<file path="src/rtl/rs_pkg.sv">
package rs_pkg;
  localparam int unsigned DEF_ENTRIES = 4;
  localparam int unsigned DEF_DATA_W  = 32;
  localparam int unsigned DEF_OP_W    = 4;

  // tag 0 is reserved for "value present", stations use 1..n
  function automatic int unsigned tag_bits(input int unsigned n);
    return $clog2(n + 1);
  endfunction

  function automatic int unsigned idx_bits(input int unsigned n);
    return (n > 1) ? $clog2(n) : 1;
  endfunction
endpackage

</file>
<file path="src/rtl/rs_pick.sv">
module rs_pick #(
  parameter int unsigned N = 4,
  localparam int unsigned IW = rs_pkg::idx_bits(N)
) (
  input  logic [N-1:0]  req,
  output logic [N-1:0]  gnt,
  output logic [IW-1:0] idx,
  output logic          any
);
  logic found;

  always_comb begin
    gnt   = '0;
    idx   = '0;
    found = 1'b0;
    for (int i = 0; i < N; i++) begin
      if (req[i] && !found) begin
        gnt[i] = 1'b1;
        idx    = IW'(i);
        found  = 1'b1;
      end
    end
  end

  assign any = |req;
endmodule

</file>
<file path="src/rtl/rs_entry.sv">
module rs_entry #(
  parameter int unsigned DATA_W = 32,
  parameter int unsigned OP_W   = 4,
  parameter int unsigned TAG_W  = 3,
  parameter int unsigned MY_TAG = 1
) (
  input  logic              clk,
  input  logic              rst,
  input  logic              alloc,
  input  logic [OP_W-1:0]   d_op,
  input  logic [TAG_W-1:0]  d_qj,
  input  logic [DATA_W-1:0] d_vj,
  input  logic [TAG_W-1:0]  d_qk,
  input  logic [DATA_W-1:0] d_vk,
  input  logic              cdb_valid,
  input  logic [TAG_W-1:0]  cdb_tag,
  input  logic [DATA_W-1:0] cdb_data,
  input  logic              issue,
  output logic              busy_o,
  output logic              ready_o,
  output logic [OP_W-1:0]   op_o,
  output logic [DATA_W-1:0] vj_o,
  output logic [DATA_W-1:0] vk_o
);
  logic              busy, issued;
  logic [TAG_W-1:0]  qj, qk;
  logic [OP_W-1:0]   op;
  logic [DATA_W-1:0] vj, vk;

  logic bus_live, hit_dj, hit_dk, snp_j, snp_k, free_me;

  assign bus_live = cdb_valid && (cdb_tag != '0);
  assign hit_dj   = bus_live && (d_qj == cdb_tag);
  assign hit_dk   = bus_live && (d_qk == cdb_tag);
  assign snp_j    = bus_live && (qj == cdb_tag);
  assign snp_k    = bus_live && (qk == cdb_tag);
  assign free_me  = busy && bus_live && (cdb_tag == TAG_W'(MY_TAG));

  always_ff @(posedge clk) begin
    if (rst) begin
      busy   <= 1'b0;
      issued <= 1'b0;
      qj     <= '0;
      qk     <= '0;
    end else if (alloc) begin
      busy   <= 1'b1;
      issued <= 1'b0;
      op     <= d_op;
      if (d_qj == '0) begin
        qj <= '0;
        vj <= d_vj;
      end else if (hit_dj) begin
        qj <= '0;
        vj <= cdb_data;
      end else begin
        qj <= d_qj;
      end
      if (d_qk == '0) begin
        qk <= '0;
        vk <= d_vk;
      end else if (hit_dk) begin
        qk <= '0;
        vk <= cdb_data;
      end else begin
        qk <= d_qk;
      end
    end else begin
      if (free_me) begin
        busy   <= 1'b0;
        issued <= 1'b0;
      end else if (issue) begin
        issued <= 1'b1;
      end
      if (snp_j) begin
        qj <= '0;
        vj <= cdb_data;
      end
      if (snp_k) begin
        qk <= '0;
        vk <= cdb_data;
      end
    end
  end

  assign busy_o  = busy;
  assign ready_o = busy && !issued && (qj == '0) && (qk == '0);
  assign op_o    = op;
  assign vj_o    = vj;
  assign vk_o    = vk;

  // dispatch lands only on a free station
  a_r1_alloc_free: assert property (@(posedge clk) disable iff (rst)
    alloc |-> !busy);
  // the selector grants only stations whose sources are present
  a_r3_issue_needs_ops: assert property (@(posedge clk) disable iff (rst)
    issue |-> (busy && !issued && qj == '0 && qk == '0));
  // snooped fields are filled with the bus value
  a_r4_snoop_j: assert property (@(posedge clk) disable iff (rst)
    (busy && !alloc && snp_j) |=> (qj == '0 && vj == $past(cdb_data)));
  a_r4_snoop_k: assert property (@(posedge clk) disable iff (rst)
    (busy && !alloc && snp_k) |=> (qk == '0 && vk == $past(cdb_data)));
  // same-cycle broadcast is captured at dispatch
  a_r6_bypass_j: assert property (@(posedge clk) disable iff (rst)
    (alloc && hit_dj) |=> (qj == '0 && vj == $past(cdb_data)));
  // a station is freed only after it issued, and issues once
  a_r8_free_after_issue: assert property (@(posedge clk) disable iff (rst)
    free_me |-> issued);
  a_r8_single_issue: assert property (@(posedge clk) disable iff (rst)
    issue |=> !ready_o);
endmodule

</file>
<file path="src/rtl/rs_array.sv">
module rs_array #(
  parameter int unsigned N_ENT  = rs_pkg::DEF_ENTRIES,
  parameter int unsigned DATA_W = rs_pkg::DEF_DATA_W,
  parameter int unsigned OP_W   = rs_pkg::DEF_OP_W,
  localparam int unsigned TAG_W = rs_pkg::tag_bits(N_ENT),
  localparam int unsigned IDX_W = rs_pkg::idx_bits(N_ENT)
) (
  input  logic              clk,
  input  logic              rst,
  input  logic              disp_valid,
  input  logic [OP_W-1:0]   disp_op,
  input  logic [TAG_W-1:0]  disp_qj,
  input  logic [DATA_W-1:0] disp_vj,
  input  logic [TAG_W-1:0]  disp_qk,
  input  logic [DATA_W-1:0] disp_vk,
  output logic              disp_ready,
  output logic [TAG_W-1:0]  disp_tag,
  input  logic              cdb_valid,
  input  logic [TAG_W-1:0]  cdb_tag,
  input  logic [DATA_W-1:0] cdb_data,
  output logic              ex_valid,
  output logic [TAG_W-1:0]  ex_tag,
  output logic [OP_W-1:0]   ex_op,
  output logic [DATA_W-1:0] ex_vj,
  output logic [DATA_W-1:0] ex_vk
);
  logic [N_ENT-1:0]  busy_vec, ready_vec, free_gnt, sel_gnt, alloc_vec;
  logic [IDX_W-1:0]  free_idx, sel_idx;
  logic              free_any, sel_any;
  logic [OP_W-1:0]   op_arr [N_ENT];
  logic [DATA_W-1:0] vj_arr [N_ENT];
  logic [DATA_W-1:0] vk_arr [N_ENT];

  rs_pick #(.N(N_ENT)) u_free_pick (
    .req(~busy_vec), .gnt(free_gnt), .idx(free_idx), .any(free_any)
  );

  rs_pick #(.N(N_ENT)) u_sel_pick (
    .req(ready_vec), .gnt(sel_gnt), .idx(sel_idx), .any(sel_any)
  );

  assign alloc_vec  = disp_valid ? free_gnt : '0;
  assign disp_ready = free_any;
  assign disp_tag   = free_any ? (TAG_W'(free_idx) + TAG_W'(1)) : '0;

  for (genvar g = 0; g < N_ENT; g++) begin : g_ent
    rs_entry #(
      .DATA_W(DATA_W), .OP_W(OP_W), .TAG_W(TAG_W), .MY_TAG(g + 1)
    ) u_ent (
      .clk(clk), .rst(rst),
      .alloc(alloc_vec[g]),
      .d_op(disp_op), .d_qj(disp_qj), .d_vj(disp_vj),
      .d_qk(disp_qk), .d_vk(disp_vk),
      .cdb_valid(cdb_valid), .cdb_tag(cdb_tag), .cdb_data(cdb_data),
      .issue(sel_gnt[g]),
      .busy_o(busy_vec[g]), .ready_o(ready_vec[g]),
      .op_o(op_arr[g]), .vj_o(vj_arr[g]), .vk_o(vk_arr[g])
    );
  end

  logic [OP_W-1:0]   mux_op;
  logic [DATA_W-1:0] mux_vj, mux_vk;

  always_comb begin
    mux_op = '0;
    mux_vj = '0;
    mux_vk = '0;
    for (int i = 0; i < N_ENT; i++) begin
      if (sel_gnt[i]) begin
        mux_op = mux_op | op_arr[i];
        mux_vj = mux_vj | vj_arr[i];
        mux_vk = mux_vk | vk_arr[i];
      end
    end
  end

  always_ff @(posedge clk) begin
    if (rst) begin
      ex_valid <= 1'b0;
      ex_tag   <= '0;
    end else begin
      ex_valid <= sel_any;
      if (sel_any) begin
        ex_tag <= TAG_W'(sel_idx) + TAG_W'(1);
        ex_op  <= mux_op;
        ex_vj  <= mux_vj;
        ex_vk  <= mux_vk;
      end
    end
  end

  // at most one station granted per cycle
  a_r7_one_grant: assert property (@(posedge clk) disable iff (rst)
    $onehot0(sel_gnt));
  // no ready station below the granted one
  a_r7_lowest_first: assert property (@(posedge clk) disable iff (rst)
    sel_any |-> ((ready_vec & (sel_gnt - N_ENT'(1))) == '0));
  // a full array never offers a slot
  a_r1_full_blocks: assert property (@(posedge clk) disable iff (rst)
    (&busy_vec) |-> !disp_ready);
  // no station is allocated while full
  a_r10_no_alloc_full: assert property (@(posedge clk) disable iff (rst)
    !disp_ready |-> (alloc_vec == '0));
endmodule

</file>
<file path="config.mk">
export PLATFORM = sky130hd
export DESIGN_NAME = rs_array
export DESIGN_NICKNAME = d
export VERILOG_FILES = /design/src/rtl/rs_pkg.sv /design/src/rtl/rs_pick.sv /design/src/rtl/rs_entry.sv /design/src/rtl/rs_array.sv
export SDC_FILE = /design/constraint.sdc
export NUM_CORES = 1
export LEC_CHECK = 0
export ABC_AREA = 1
export BUFFER_PORTS_ARGS = -buffer_cell sky130_fd_sc_hd__buf_2
export CORE_UTILIZATION = 53
export DETAILED_ROUTE_END_ITERATION = 16
export GPL_ROUTABILITY_DRIVEN = 0
export PLACE_DENSITY = 0.84
export SLEW_MARGIN = 30
export SYNTH_ARGS = -nofsm -noshare
export SYNTH_HDL_FRONTEND = slang
export SYNTH_SLANG_ARGS = --single-unit
</file>
<file path="constraint.sdc">
create_clock -name clk -period 5.25 [get_ports clk]
set_input_delay 1.3125 -clock clk [delete_from_list [all_inputs] [get_ports clk]]
set_output_delay 1.3125 -clock clk [all_outputs]
set_load 0.01 [all_outputs]
</file>
==> run_results.csv <==
group,metric,value,unit
outcome,outcome,"finished clean",
hold_path,hold-path-endpoint,"g_ent[3].u_ent.issued",
critical_path,reg2reg_from,"g_ent[1].u_ent.busy_o",
critical_path,path_cells,"buf_2 -> inv_1 -> a21oi_1 -> nand3_1 -> nand3_1 -> nand2_1 -> nor2_4 -> buf_12",
timing,finalClockSkew,0.0231,ns
placed_design,post-dp-hpwl,29.6,mm
critical_path,crit_top_cell,"nand3_1",
clocking,holdBufCountCts,0,
logic_synthesis,yosysUniqueCellTypes,32,
cells_and_area,fin_cells,2376,
clocking,htreeDepth,2,
logic_synthesis,synth_xor_area_frac,0.00887,
critical_path,startpoint_type,"input port",
critical_path,rr_endpoint,"ex_vk[13]",
grt,overflow,0,
logic_synthesis,synth_area_per_cell,9.98,µm²
logic_synthesis,syn_nets,1895,
clocking,cts_buffers,38,
floorplan,start_util,0.542,
timing,fin_crit_sh,0.659,
hold_path,hold_path_startpoint,"g_ent[3].u_ent.issued",
critical_path,arrival,3.68,ns
critical_path,required,5.47,ns
critical_path,r2r_cells,10,
clocking,clockBufferDepth,3,
grt,grt_max_degree,95,
logic_synthesis,synth_top_family_by_area,"simple AND/OR/NAND/NOR gates",
critical_path,slowest_stage,"nand3_1",
critical_path,path_class,"input port to flip-flop",
timing,slew_headroom,0.360,
critical_path,slowest_delay,0.49,ns
power_and_ir_drop,power.density,340,mW/mm²
cells_and_area,diodes,0,
clocking,clk_pin_slew,0.06,ns
timing,hold_slack,0.463,ns
logic_synthesis,ys_seq_elements,376,
placed_design,dp.cells,2309,
hold_path,hold_path_depth,2,
clocking,post_cts_buffers,0,
clocking,cts_root_buffer,"clkbuf_16",
cells_and_area,drive_gt1_frac,0.160,
grt,grt_pass1_vias,13900,
grt,track_usage,0.281,
routing,viasPerCell,6.07,
logic_synthesis,ys_seq_area_frac,0.615,
hold_path,hp-class,"flip-flop to flip-flop",
power_and_ir_drop,p_leak,7.85,nW
timing,fmax,289,MHz
timing,fin_crit,3.46,ns
routing,drc,0,
timing,rsz0062_at_grt,"no",
critical_path,r2r_slack,2.25,ns
floorplan,dieHeight,185,µm
timing,final_max_slew_viol_count,0,
cells_and_area,post-route-util,0.614,
timing,tightest_slew,0.959,ns
placed_design,port_buffers,188,
logic_synthesis,synth_compound_area_frac,0.103,
logic_synthesis,yosysWarnings,0,
floorplan,fp.dieW,185,µm
logic_synthesis,synth_cells,1780,
floorplan,rows,66,
critical_path,critPathTopFamily,"simple AND/OR/NAND/NOR gates",
critical_path,critPathMaxFanout,22,
cells_and_area,fin_nets,2022,
routing,first_pass_iters,8,
grt,antenna_found_initial,1,
power_and_ir_drop,ir_worst_vdd,0.000216,V
floorplan,ios,189,
cells_and_area,final_area,0.0201,mm²
logic_synthesis,synthMuxAreaShare,0,
logic_synthesis,netlist_area,0.0178,mm²
timing,setup_tns,0,ns
timing,finalSetupViolCount,0,
grt,grt_first_pass_wirelength,74.0,mm
clocking,ctsResizeCount,0,
job,maxCapViolCount,0,
routing,wl,47.6,mm
routing,first_iter_violations,2139,
placed_design,placedInstanceArea,0.0190,mm²
cells_and_area,area_delta_synth_final,13.3,%
critical_path,cp-end-kind,"flip-flop",
clocking,clock_latency,0.54,ns
routing,num_vias,14400,
logic_synthesis,synth_adder_area_share,0.00141,
critical_path,path_buf_inv,3,
logic_synthesis,yosys.area_share.simple,0.219,
clocking,cts_tree,"yes",
routing,wire_per_inst,20.0,µm
floorplan,core_area,0.0328,mm²
timing,hold_viol,0,
routing,antenna_left,0,
floorplan,die_area,0.0343,mm²
clocking,cts.sinks,376,
metrics by stage:
stage / power, mW / worst slack [ns]
2_1_floorplan: 4.01 / 0.124
3_3_place_gp: 4.26 / 1.47
3_5_place_dp: 4.30 / 1.35
4_1_cts: 6.84 / 1.89
5_1_grt: 7.05 / 1.63
6_report: 6.85 / 1.79
worst max path at each step:
stage / startpoint / to / slack, ns / cells past startpoint
CTS: cdb_tag[2] / g_ent[3].u_ent.vj_o[14] / 1.89 / 8
finish: cdb_tag[2] / g_ent[3].u_ent.vj_o[14] / 1.79 / 8
global placement: cdb_tag[2] / g_ent[2].u_ent.vj_o[16] / 1.47 / 8
global route: cdb_tag[2] / g_ent[2].u_ent.vj_o[15] / 1.63 / 8
detailed placement: cdb_tag[2] / g_ent[3].u_ent.vj_o[9] / 1.35 / 8
floorplan: rst / ex_op[0] / 0.12 / 3
final cells by class:
| cell class | count | area, µm² |
|---|---|---|
| Fill cell | 2522 | 12600 |
| Sequential cell | 376 | 10900 |
| Multi-Input combinational cell | 1203 | 6020 |
| Timing Repair Buffer | 212 | 1170 |
| Clock buffer | 45 | 977 |
| Tap cell | 442 | 553 |
| Inverter | 76 | 292 |
| Clock inverter | 22 | 196 |
power by group:
group          total [mW]  switching [mW]  internal (mW)
logic               0.795           0.567          0.228
clock network        2.59            1.15           1.45
registers            3.46          0.0371           3.42
total                6.85            1.75           5.10
sequential cells by signal, summed over array words and instances, names as in the netlist, 12 cells and up:
signal / cells
g_ent.u_ent.qj: 12
g_ent.u_ent.vj_o: 128
ex_vj: 32
g_ent.u_ent.vk_o: 128
ex_vk: 32
g_ent.u_ent.qk: 12
g_ent.u_ent.op_o: 16
cell usage in the layout (no fill, tap or decap), drive strengths merged, types with 2 or more instances in the layout:
cell type,n
xnor2,6
a21oi,26
nand3,196
clkbuf,45
edfxtp,340
nand2,416
o21ai,332
nand3b,68
ha,2
buf,212
clkinvlp,2
inv,77
nor2,65
dfxtp,36
nor3,4
xor2,12
clkinv,17
nand4,74
bufinv,2
metal layers:
metal | share of wire | vias up | GRT usage
li1 | - | 6596 | -
met1 | 0.37 | 6694 | 0.367
met2 | 0.47 | 969 | 0.461
met3 | 0.11 | 162 | 0.0488
met4 | 0.041 | 2 | 0.125
met5 | 0.00034 | - | 0
synthesized netlist by cell type, drive strengths merged:
library cell / number / area, µm²
ha: 2 / 25.0
nand2: 416 / 1580
nand3b: 68 / 510
o21ai: 332 / 1690
nor3: 4 / 31.3
buf: 73 / 452
a211oi: 1 / 7.51
inv: 76 / 288
a21oi: 26 / 130
edfxtp: 340 / 10200
clkbuf: 52 / 195
nand3: 196 / 986
xnor2: 6 / 52.6
nand4: 74 / 463
xor2: 12 / 105
dfxtp: 36 / 721
a41oi: 1 / 8.76
nor2: 65 / 315
worst reg2reg max path: stages, from the launching register on:
cell     delay [ns]
dfxtp_1        0.37
inv_1          0.10
nor2_1         0.15
nand2_1        0.11
nor2_4         0.14
buf_4          0.73
inv_2          0.13
nand2_1        0.10
nor2_1         0.09
nor2_4         0.09
buf_6          0.47
cells by family (layout without fill, tap and decap cells):
logic type | count (synthesis) | in the layout
buffers and inverters | 201 | 355
XOR/XNOR | 18 | 18
flip-flops | 376 | 376
AND/OR/NAND/NOR | 823 | 823
adder cells (fa/ha/maj) | 2 | 2
AO/OA/AOI/OAI | 360 | 360
(Power assumes the default switching activity.)
